[src/rtl/nanu_pkg.sv]
package nanu_pkg;

    typedef enum logic [2:0] {
        CLS_ZERO   = 3'd0,
        CLS_NORM   = 3'd1,
        CLS_DENORM = 3'd2,
        CLS_INF    = 3'd3,
        CLS_SNAN   = 3'd4,
        CLS_QNAN   = 3'd5
    } fp_class_e;

endpackage

[src/rtl/nanu_classify.sv]
module nanu_classify
    import nanu_pkg::*;
#(
    parameter int EXP_W = 8,
    parameter int MAN_W = 23
) (
    input  logic [EXP_W+MAN_W:0] word_i,
    output fp_class_e            cls_o,
    output logic                 is_nan_o,
    output logic                 is_snan_o
);
    logic [EXP_W-1:0] expo;
    logic [MAN_W-1:0] mant;

    assign expo = word_i[EXP_W+MAN_W-1:MAN_W];
    assign mant = word_i[MAN_W-1:0];

    always_comb begin
        if (&expo) begin
            if (mant == '0)          cls_o = CLS_INF;
            else if (mant[MAN_W-1])  cls_o = CLS_SNAN;
            else                     cls_o = CLS_QNAN;
        end else if (expo == '0) begin
            cls_o = (mant == '0) ? CLS_ZERO : CLS_DENORM;
        end else begin
            cls_o = CLS_NORM;
        end
    end

    // Ordering of the class codes lets one compare detect any NaN.
    assign is_nan_o  = (cls_o >= CLS_SNAN);
    assign is_snan_o = (cls_o == CLS_SNAN);

    always_comb begin
        AST_CLASS_IN_RANGE: assert (cls_o <= CLS_QNAN) else $error("class code out of range");
    end

endmodule

[src/rtl/nanu_quiet.sv]
module nanu_quiet #(
    parameter int EXP_W = 8,
    parameter int MAN_W = 23
) (
    input  logic [EXP_W+MAN_W:0] word_i,
    input  logic                 snan_i,
    input  logic                 trap_en_i,
    output logic [EXP_W+MAN_W:0] word_o
);
    localparam int W = EXP_W + MAN_W + 1;
    localparam logic [W-1:0] QBIT_MASK = W'(1) << (MAN_W - 1);
    localparam logic [W-1:0] DEF_NAN   = {1'b0, {EXP_W{1'b1}}, 1'b0, {(MAN_W-1){1'b1}}};

    logic [W-1:0] cleared;

    assign cleared = word_i & ~QBIT_MASK;

    always_comb begin
        if (snan_i && !trap_en_i) begin
            word_o = (cleared[MAN_W-1:0] == '0) ? DEF_NAN : cleared;
        end else begin
            word_o = word_i;
        end
    end

endmodule

[src/rtl/sp_nan_unit.sv]
module sp_nan_unit
    import nanu_pkg::*;
#(
    parameter int EXP_W = 8,
    parameter int MAN_W = 23
) (
    input  logic [31:0] opa_i,
    input  logic [31:0] opb_i,
    input  logic        dual_i,
    input  logic        trap_en_i,
    output logic [2:0]  cls_a_o,
    output logic [2:0]  cls_b_o,
    output logic        nan_hit_o,
    output logic [31:0] result_o,
    output logic        invalid_set_o,
    output logic        trap_req_o
);
    localparam int W      = EXP_W + MAN_W + 1;
    localparam int N_OPS  = 2;

    logic [W-1:0] ops     [N_OPS];
    fp_class_e    cls     [N_OPS];
    logic         is_nan  [N_OPS];
    logic         is_snan [N_OPS];

    assign ops[0] = W'(opa_i);
    assign ops[1] = W'(opb_i);

    for (genvar gi = 0; gi < N_OPS; gi++) begin : g_cls
        nanu_classify #(.EXP_W(EXP_W), .MAN_W(MAN_W)) u_cls (
            .word_i    (ops[gi]),
            .cls_o     (cls[gi]),
            .is_nan_o  (is_nan[gi]),
            .is_snan_o (is_snan[gi])
        );
    end

    assign cls_a_o = cls[0];
    assign cls_b_o = cls[1];

    logic         a_live, b_live, pick_b, chosen_snan;
    logic [W-1:0] chosen, quieted;

    always_comb begin
        a_live = is_nan[0];
        b_live = dual_i && is_nan[1];
        if (a_live && b_live) begin
            pick_b = !(ops[0][MAN_W-1:0] > ops[1][MAN_W-1:0]);
        end else begin
            pick_b = b_live;
        end
        chosen      = pick_b ? ops[1] : ops[0];
        chosen_snan = pick_b ? is_snan[1] : is_snan[0];
    end

    nanu_quiet #(.EXP_W(EXP_W), .MAN_W(MAN_W)) u_quiet (
        .word_i    (chosen),
        .snan_i    (chosen_snan),
        .trap_en_i (trap_en_i),
        .word_o    (quieted)
    );

    assign nan_hit_o     = a_live || b_live;
    assign invalid_set_o = (a_live && is_snan[0]) || (b_live && is_snan[1]);
    assign trap_req_o    = invalid_set_o && trap_en_i;
    assign result_o      = nan_hit_o ? 32'(quieted) : '0;

    always_comb begin
        AST_TRAP_NEEDS_INVALID: assert (!trap_req_o || invalid_set_o) else $error("trap without invalid");
        AST_RESULT_IS_NAN: assert (!nan_hit_o || ((&result_o[EXP_W+MAN_W-1:MAN_W]) && (result_o[MAN_W-1:0] != '0))) else $error("NaN result not a NaN");
        AST_UNTRAPPED_QUIET: assert (!nan_hit_o || trap_req_o || !result_o[MAN_W-1]) else $error("untrapped result still signalling");
        AST_INVALID_NEEDS_NAN: assert (!invalid_set_o || nan_hit_o) else $error("invalid without NaN");
    end

endmodule

[config.mk]
export PLATFORM = sky130hd
export DESIGN_NAME = sp_nan_unit
export DESIGN_NICKNAME = d
export VERILOG_FILES = /design/src/rtl/nanu_pkg.sv /design/src/rtl/nanu_classify.sv /design/src/rtl/nanu_quiet.sv /design/src/rtl/sp_nan_unit.sv
export SDC_FILE = /design/constraint.sdc
export NUM_CORES = 1
export LEC_CHECK = 0
export ABC_AREA = 1
export BUFFER_PORTS_ARGS = -buffer_cell sky130_fd_sc_hd__buf_2
export CAP_MARGIN = 25
export CORE_AREA = 2 2 74 76
export DETAILED_ROUTE_END_ITERATION = 16
export DIE_AREA = 0 0 76 78
export PLACE_DENSITY = 0.86
export SETUP_SLACK_MARGIN = 0.5
export SYNTH_ARGS = -nofsm -noshare
export SYNTH_HDL_FRONTEND = slang
export SYNTH_HIERARCHICAL = 1
export SYNTH_SLANG_ARGS = --single-unit
[constraint.sdc]
create_clock -name vclk -period 3.2
set_input_delay 0.64 -clock vclk [all_inputs]
set_output_delay 0.64 -clock vclk [all_outputs]
set_load 0.005 [all_outputs]
==> out/metrics.cfg <==
[cells_and_area]
final.clkbuf_count = 0
final_area_mm2 = 0.00438
syn2layout_area_growth_pct = 96.2
fillCellCount = 244
finish.utilization_pct = 86.9
layout-drive-gt1-share_pct = 54.0
seq_cells = 0
seqCellArea_um2 = 0
antenna_cells = 0
nets = 765
finalNonFillerCells = 744

[placed_design]
dp_hpwl_um = 6700
pre_cts_ws_ps = -517
place.gp.congestion = 0.931
place.port_buffers = 107
dp.cells = 729
placed_area_mm2 = 0.00371

[die]
coreArea_mm2 = 0.00504
num_rows = 26
die_w_um = 76
die_area_mm2 = 0.00593
pin_count = 107
die_h_um = 78
initial_core_util_pct = 44.3

[yosys]
netlist_instances = 480
synth_seq_area_share_pct = 0
avgSynthCellArea_um2 = 4.65
syn_nets = 569
netlist_area_mm2 = 0.00223
yosys_warnings = 6
ys_types = 23

[timing]
max_freq_ghz = 0.244
max_slew_margin_pct = 83.5
grt_setup_unrepaired = true
finalWorstSetupSlack_ps = -903
setup_violations = 32
finalMaxSlewViolations = 0
worstMarginPinSlew_ps = 247
fin_crit_sh_pct = 128
fin_tns_setup_ps = -24490
fin_crit_ps = 4100
holdWs_ps = 1630
hold_viol_final = 0

[route]
drc = 0
routedWlPerCell_um = 16.5
antenna_left = 0
totalWireLength_um = 12300
drt_iter0_drc = 388
routed_via_density = 5.53
vias = 4118
firstDrtPassIters = 5

[hold_path]
holdPathEnd = trap_req_o
min_path_type = in -> out
hold_depth = 3
worst_hold_startpoint = trap_en_i

[setup_path]
worstPathMaxFanout = 7
end_kind = output port
cp-start-kind = input port
critical_path_class = in -> out
required_ps = 2560
crit_start = opb_i[12]
arrival_ps = 3460

[run_status]
violations = setup timing
outcome = finished with violations

[global_route]
grt_pass1_wl_um = 13000
grtUsageTotal_pct = 25.4
grt_antenna_before_repair = 0
grt-ovfl-total = 0
grt_max_degree = 34
grt_pass1_vias = 3064

[run]
maxCapViolCount = 0

[pwr]
leakage_nw = 2.59
power.total_mw = 0.433
power_density_mw_per_mm2 = 98.8
ir_drop_uv = 66.3

[clock_tree]
hold_buffers = 0

==> cell usage in the layout (no fill, tap or decap) <==
cell type  synthesis  routed
nand2_1          169     129
inv_12             0       1
nand3_4            0       1
and2_1             1       1
nand2_4            2      13
a21o_1             1       1
clkbuf_16          0       4
nor2_4             4      10
ha_1              23       3
nor2_2             7      23
inv_2              3      28
nor2_1            89      67
buf_2              3      94
nand2_8            0       3
buf_4              2      88
nand3_2            4      13
nand3_1           33      23
inv_1            108      72
buf_6              6      18
a21oi_1            8       4
inv_6              0       2
inv_4              0       8
buf_12             0       1
ha_4               0      20
nand3b_1           1       1
o21ai_1            2       2
buf_8              0       4
nand2_2            1      29
nand4_1            6       6
a22o_1             1       1
a21oi_4            0       1
a21oi_2            0       3
==> worst max-delay path, cell delays in order <==
cell	delay (ps)
buf_2	90
inv_1	60
ha_4	290
nand2_1	100
nor2_4	120
nand2_2	60
nor2_2	100
nand2_1	110
nand3_2	140
nand2_8	140
clkbuf_16	200
nand3_1	90
nand2_1	110
nor2_1	130
nand2_1	90
nor2_2	200
nand3_4	170
buf_6	190
nand2_4	70
inv_2	30
nor2_1	160
buf_2	160
==> final cells by class <==
type,count,area [um2],share of cell area (%)
well taps,70,87.6,2.00
multi-input cells,354,2320,53.0
repair buffers,209,1510,34.6
inverters,111,459,10.5
==> Yosys cell counts <==
cell	n	area (um2)
a22o_1	1	8.76
nand3_1	33	165
a21o_1	1	7.51
buf_1	3	11.3
nand2_1	169	634
a21oi_1	8	40.0
nor2_2	7	43.8
buf_6	6	67.6
clkbuf_1	3	11.3
inv_1	108	405
nand3_2	4	40.0
nand3b_1	1	7.51
nor2_1	89	334
nor2_4	4	45.0
o21ai_1	2	10.0
inv_2	3	11.3
ha_1	23	288
and2_1	1	6.26
buf_4	2	15.0
nand4_1	6	37.5
nand2_4	2	22.5
buf_2	3	15.0
nand2_2	1	6.26
==> cells by family after synthesis <==
family,count (synthesis),synth area share [%]
simple gates,317,60.1
buf+inv,128,24.0
fa+ha+maj,23,12.9
compound gates,12,2.97
==> per-layer routing <==
metal / share of wire, % / up-vias / global-route usage, %
li1: - / 1804 / -
met1: 34 / 1830 / 30.3
met2: 47 / 361 / 50.4
met3: 10 / 123 / 1.74
met4: 8.6 / 0 / 3.64
met5: 0 / - / 0
==> power breakdown <==
group	internal, mW	total [mW]	switching (mW)
Sequential	0	0	0
Combinational	0.209	0.433	0.224
Clock	0	0	0
Total	0.209	0.433	0.224
==> timing repair <==
action | in CTS | in global routing
pin swaps | 17 | 68
gates resized for setup | 26 | 125
setup buffers | 0 | 7
cloned | 0 | 8
setup endpoints to repair | 35 | 35
==> worst max-delay path by stage <==
stage / slack [ps] / end / cells past startpoint
6_report: -900 / result_o[17] / 22
2_1_floorplan: 80 / result_o[0] / 21
4_1_cts: -400 / result_o[9] / 23
3_3_place_gp: -450 / result_o[31] / 24
3_5_place_dp: -520 / result_o[31] / 24
5_1_grt: -910 / result_o[17] / 22
Power figures use the tool's default switching activity.
